### src/rtl/kbd_latch_pkg.sv
package kbd_latch_pkg;

    // Edge-detector states for the synchronized keyboard strobe
    typedef enum logic {
        ST_LOW  = 1'b0,   // strobe low, armed for the next rising edge
        ST_HIGH = 1'b1    // strobe high, capture already taken
    } strobe_state_t;

    localparam logic BUS_READ  = 1'b1;
    localparam logic BUS_WRITE = 1'b0;

endpackage

### src/rtl/kbd_sync.sv
module kbd_sync #(
    parameter int WIDTH  = 8,
    parameter int STAGES = 2
) (
    input  logic             clk,
    input  logic             rst_n,
    input  logic [WIDTH-1:0] async_in,
    output logic [WIDTH-1:0] sync_out
);

    logic [WIDTH-1:0] stage_q [STAGES];

    generate
        for (genvar s = 0; s < STAGES; s++) begin : g_stage
            if (s == 0) begin : g_first
                always_ff @(posedge clk) begin
                    if (!rst_n) stage_q[s] <= '0;
                    else        stage_q[s] <= async_in;
                end
            end else begin : g_next
                always_ff @(posedge clk) begin
                    if (!rst_n) stage_q[s] <= '0;
                    else        stage_q[s] <= stage_q[s-1];
                end
            end
        end
    endgenerate

    assign sync_out = stage_q[STAGES-1];

endmodule

### src/rtl/kbd_edge_fsm.sv
module kbd_edge_fsm
    import kbd_latch_pkg::*;
(
    input  logic clk,
    input  logic rst_n,
    input  logic strobe_s,
    output logic capture
);

    strobe_state_t state_q, state_d;

    // State register
    always_ff @(posedge clk) begin
        if (!rst_n) state_q <= ST_LOW;
        else        state_q <= state_d;
    end

    // Next state and capture pulse
    always_comb begin
        state_d = state_q;
        capture = 1'b0;
        unique case (state_q)
            ST_LOW: begin
                if (strobe_s) begin
                    state_d = ST_HIGH;
                    capture = 1'b1;
                end
            end
            ST_HIGH: begin
                if (!strobe_s) state_d = ST_LOW;
            end
            default: state_d = ST_LOW;
        endcase
    end

    AST_SINGLE_CAPTURE: assert property (@(posedge clk) disable iff (!rst_n)
        capture |=> !capture);

    AST_CAPTURE_ON_RISE: assert property (@(posedge clk) disable iff (!rst_n)
        capture |-> (strobe_s && !$past(strobe_s)));

endmodule

### src/rtl/kbd_key_reg.sv
module kbd_key_reg #(
    parameter int CODE_W = 7
) (
    input  logic              clk,
    input  logic              rst_n,
    input  logic              capture,
    input  logic [CODE_W-1:0] code_in,
    input  logic              clear_req,
    output logic              ready,
    output logic [CODE_W-1:0] code
);

    always_ff @(posedge clk) begin
        if (!rst_n) begin
            ready <= 1'b0;
            code  <= '0;
        end else begin
            if (capture) begin
                code  <= code_in;
                ready <= 1'b1;           // new key wins over a clear
            end else if (clear_req) begin
                ready <= 1'b0;
            end
        end
    end

    AST_CAPTURE_SETS_READY: assert property (@(posedge clk) disable iff (!rst_n)
        capture |=> ready);

    AST_CLEAR_DROPS_READY: assert property (@(posedge clk) disable iff (!rst_n)
        (clear_req && !capture) |=> !ready);

    AST_CAPTURE_BEATS_CLEAR: assert property (@(posedge clk) disable iff (!rst_n)
        (clear_req && capture) |=> (ready && code == $past(code_in)));

    AST_CODE_HELD: assert property (@(posedge clk) disable iff (!rst_n)
        !capture |=> $stable(code));

    AST_READY_RISE_SOURCE: assert property (@(posedge clk) disable iff (!rst_n)
        $rose(ready) |-> $past(capture));

endmodule

### src/rtl/kbd_bus_port.sv
module kbd_bus_port
    import kbd_latch_pkg::*;
#(
    parameter int                ADDR_W     = 16,
    parameter int                CODE_W     = 7,
    parameter logic [ADDR_W-1:0] DATA_ADDR  = 16'hC000,
    parameter logic [ADDR_W-1:0] CLEAR_ADDR = 16'hC010
) (
    input  logic              clk,
    input  logic              rst_n,
    input  logic              bus_en,
    input  logic              bus_rw,
    input  logic [ADDR_W-1:0] bus_addr,
    input  logic              ready,
    input  logic [CODE_W-1:0] code,
    output logic              clear_req,
    output logic [CODE_W:0]   rdata
);

    logic data_read;

    assign data_read = bus_en && (bus_rw == BUS_READ) && (bus_addr == DATA_ADDR);
    assign clear_req = bus_en && (bus_addr == CLEAR_ADDR);

    always_ff @(posedge clk) begin
        if (!rst_n)         rdata <= '0;
        else if (data_read) rdata <= {ready, code};
        else                rdata <= '0;
    end

endmodule

### src/rtl/kbd_strobe_latch.sv
module kbd_strobe_latch #(
    parameter int                ADDR_W      = 16,
    parameter int                CODE_W      = 7,
    parameter int                SYNC_STAGES = 2,
    parameter logic [ADDR_W-1:0] DATA_ADDR   = 16'hC000,
    parameter logic [ADDR_W-1:0] CLEAR_ADDR  = 16'hC010
) (
    input  logic              clk,
    input  logic              rst_n,
    input  logic              bus_en,
    input  logic              bus_rw,
    input  logic [ADDR_W-1:0] bus_addr,
    output logic [CODE_W:0]   bus_rdata,
    input  logic [CODE_W-1:0] kb_code,
    input  logic              kb_strobe
);

    localparam int SYNC_W = CODE_W + 1;

    logic [SYNC_W-1:0] kb_sync;
    logic              strobe_s;
    logic [CODE_W-1:0] code_s;
    logic              capture;
    logic              clear_req;
    logic              ready;
    logic [CODE_W-1:0] code;

    kbd_sync #(
        .WIDTH  (SYNC_W),
        .STAGES (SYNC_STAGES)
    ) u_sync (
        .clk      (clk),
        .rst_n    (rst_n),
        .async_in ({kb_strobe, kb_code}),
        .sync_out (kb_sync)
    );

    assign strobe_s = kb_sync[SYNC_W-1];
    assign code_s   = kb_sync[CODE_W-1:0];

    kbd_edge_fsm u_edge (
        .clk      (clk),
        .rst_n    (rst_n),
        .strobe_s (strobe_s),
        .capture  (capture)
    );

    kbd_key_reg #(
        .CODE_W (CODE_W)
    ) u_key (
        .clk       (clk),
        .rst_n     (rst_n),
        .capture   (capture),
        .code_in   (code_s),
        .clear_req (clear_req),
        .ready     (ready),
        .code      (code)
    );

    kbd_bus_port #(
        .ADDR_W     (ADDR_W),
        .CODE_W     (CODE_W),
        .DATA_ADDR  (DATA_ADDR),
        .CLEAR_ADDR (CLEAR_ADDR)
    ) u_bus (
        .clk       (clk),
        .rst_n     (rst_n),
        .bus_en    (bus_en),
        .bus_rw    (bus_rw),
        .bus_addr  (bus_addr),
        .ready     (ready),
        .code      (code),
        .clear_req (clear_req),
        .rdata     (bus_rdata)
    );

    AST_READ_RETURNS_STATE: assert property (@(posedge clk) disable iff (!rst_n)
        (bus_en && bus_rw && bus_addr == DATA_ADDR) |=>
            (bus_rdata == {$past(ready), $past(code)}));

    AST_IDLE_RDATA_ZERO: assert property (@(posedge clk) disable iff (!rst_n)
        !(bus_en && bus_rw && bus_addr == DATA_ADDR) |=> (bus_rdata == '0));

    AST_READ_KEEPS_READY: assert property (@(posedge clk) disable iff (!rst_n)
        (bus_en && bus_addr == DATA_ADDR && !capture) |=> $stable(ready));

    AST_RESET_EMPTY: assert property (@(posedge clk)
        $rose(rst_n) |-> (!ready && code == '0));

endmodule

### config.mk
export PLATFORM = sky130hd
export DESIGN_NAME = kbd_strobe_latch
export DESIGN_NICKNAME = d
export VERILOG_FILES = /design/src/rtl/kbd_latch_pkg.sv /design/src/rtl/kbd_sync.sv /design/src/rtl/kbd_edge_fsm.sv /design/src/rtl/kbd_key_reg.sv /design/src/rtl/kbd_bus_port.sv /design/src/rtl/kbd_strobe_latch.sv
export SDC_FILE = /design/constraint.sdc
export NUM_CORES = 1
export LEC_CHECK = 0
export CORE_MARGIN = 3
export CORE_UTILIZATION = 52
export CTS_CLUSTER_SIZE = 8
export DETAILED_ROUTE_END_ITERATION = 10
export DONT_BUFFER_PORTS = 1
export PLACE_DENSITY = 0.7
export SLEW_MARGIN = 20
export SYNTH_ARGS = -nofsm -noshare
export SYNTH_HDL_FRONTEND = slang
export SYNTH_SLANG_ARGS = --single-unit
### constraint.sdc
create_clock -name clk -period 1.5 [get_ports clk]
set_clock_uncertainty 0.1 [all_clocks]
set_input_delay 0.3 -clock clk [delete_from_list [all_inputs] [get_ports clk]]
set_output_delay 0.3 -clock clk [all_outputs]
set_load 0.05 [all_outputs]
==> out/qor.txt <==
status - finished, final reports clean
Gate power share - 4.3%
cell breakdown of the critical path - or3_1 -> or4_1 -> o221a_1
Synth Area in Compound Gates - 6.14%
overall routed net length - 1760 um
Critical Path Sink Type - register
vias in the first global route - 674
Worst-Skew Late Latency - 0.32 ns
Post-CTS Hold Fix Bufs - 7
Synth cell types - 16
main combinational cell family by area after synthesis - simple AND/OR/NAND/NOR gates
Synth top area share - 63.6%
First-pass DRT Iterations - 2
postcts setup bufs - 0
Worst Tran Pin Value - 0.485 ns
Clock Power Share - 31.8%
P_int - 1.12 mW
antenna diode instance count - 0
Req. time, crit path - 1.62 ns
Synth Area in XOR/XNOR - 0%
Sw Pwr - 0.304 mW
RSZ-0062 raised after global routing - no
Tot GR Track Use - 14.5%
slowest CP cell - or4_1
clock sink count - 33
first-pass GRT wire length - 2660 um
most common cell after layout, fill and taps aside - dfxtp_1
antenna violations before repair - 0
adder-cell area share of the yosys netlist - 0%
post-synthesis sequential area ratio - 63.6%
# DRC - 0
CORE AREA - 1800 sq um
pre-CTS setup slack - -0.227 ns
DIE AREA - 2570 sq um
clk buf depth - 2
Max-slew headroom - 67.6%
Period minus WS final - 1.38 ns
CTS Buf Count - 5
Die Height - 50.7 um
startpoint types - input pin
Final Max Tran Viols - 0
Resized cells post-CTS - 0
WS Path Type - input pin to register
largest net degree at the start of global routing - 15
Avg Vias per Cell - 4.88
Synth Area in Simple Gates - 25.4%
CP bufs+invs - 0
leakage power - 0.437 nW
Layout Utilization - 67.5%
Die X - 50.7 um
dpl hpwl - 1110 um
Maximum Capacitance Violations - 0
wire per inst - 12.3 um
final hold violation count - 0
GPL Wtd Cong - 0.621
Syn Inst Count - 103
# IOs - 36
Final nets - 145
multiplexer area fraction after synthesis - 0%
worst-path maximum fanout - 9
H-tree Lvls - 2
Fin Hold WS - 0.0225 ns
Hold Crit Class - input pin to register
mapped cell area - 1040 sq um
synthesized net count - 131
peak supply drop - 0.000846 V
f_max - 726 MHz
DR iter-0 viols - 7
post-route ant nets - 0
most frequent cells in the layout - 33 x dfxtp_1, 17 x and2_1, 14 x nand2_1
average size of a mapped cell - 10.1 sq um
pwr/cell area - 1170 nW/um^2
Final period util - 91.8%
synthesized flop and latch total - 33
top cells by area, synth - dfxtp_1 64%, and2_1 10%, a21boi_0 5.1%
CTS root buf - clkbuf_4
Synth area leader - dfxtp_1
WP data arrival - 1.50 ns
final setup vio count - 0
share of layout cells above drive strength 1 - 7.63%
Starting Density - 57.6%
cell row count - 15
grt total ovfl - 0
Top delay family on crit path - simple AND/OR/NAND/NOR gates
Area growth syn-to-layout - 17.1%
synth warn - 0
Port Buf Inserts - 0
Net Sw Frac - 21.4%
Final WS setup - 0.123 ns
Sequential Power Share - 63.8%
TritonCTS clock tree - done
via count - 698
Critical Path Max Stage Delay - 0.57 ns
clk slew on worst S/H paths - 0.10 ns
-- Yosys cell counts, drive strengths merged --
cell	instances
nand4	2
dfxtp	33
nor3	9
nor4	1
clkbuf	4
inv	8
nand2b	1
buf	1
nand4b	1
a21boi	7
o221a	1
or3	1
nor2b	2
or4	1
nand2	14
and2	17
-- state kept, by name (all words and copies together), names as in the netlist --
signal and cells:
u_bus.rdata 8, u_key.ready 1, u_sync.stage_q 16, u_edge.state_q 1
u_key.code 7
-- layout make-up --
type,count,area [sq um]
Sequential cell,33,661
Fill cell,148,586
Multi-Input combinational cell,57,328
Timing Repair Buffer,12,115
Clock buffer,6,41.3
Tap cell,25,31.3
Inverter,8,30.0
Clock inverter,2,10.0
-- cells by family after synthesis --
kind of cell | after synthesis
AOI/OAI and AO/OA | 8
buffers and inverters | 13
DFF | 33
and+or+nand+nor | 49
-- routing by layer --
metal | share of wire (%) | wire length [um] | track usage (%)
met5 | 0 | 0 | 0
met4 | 1.0 | 18 | 5.38
met3 | 10 | 178 | 8.90
met2 | 51 | 892 | 25.0
met1 | 38 | 672 | 13.8
-- worst register-to-register path, cell delays in order (launching register included) --
cell and delay [ns]:
dfxtp_1 0.32, nor2b_1 0.12, buf_4 0.15, o221a_1 0.24
-- power groups by stage --
stage,Clock (mW),Sequential (mW),Combinational (mW)
2_1_floorplan,0,0.925,0.0330
3_3_place_gp,0,0.926,0.0332
4_1_cts,0.463,0.907,0.0527
5_1_grt,0.517,0.909,0.0693
6_report,0.452,0.906,0.0617
3_5_place_dp,0,0.927,0.0351
-- path summary, 6_finish.rpt --
check	startpoint	endpoint	slack, ns	depth (start not counted)
setup / recovery	bus_addr[8]	u_key.ready$_SDFFE_PN0P_	0.12	3
hold / removal	rst_n	u_key.code[1]$_SDFFE_PN0P_	0.02	1
setup reg to reg	u_sync.stage_q[1][7]$_SDFF_PN0_	u_key.ready$_SDFFE_PN0P_	0.46	3
hold reg to reg	u_sync.stage_q[0][3]$_SDFF_PN0_	u_sync.stage_q[1][3]$_SDFF_PN0_	0.34	1
-- metrics by stage --
step           cell area [sq um]  cells  TNS [ns]  total power, mW
2_1_floorplan               1040    103    -0.164            0.958
3_3_place_gp                1060    125    -0.920            0.959
3_5_place_dp                1060    125     -1.39            0.962
4_1_cts                     1190    140         0             1.42
5_1_grt                     1220    143         0             1.50
6_report                    1220    143         0             1.42
(Power assumes the default switching activity.)
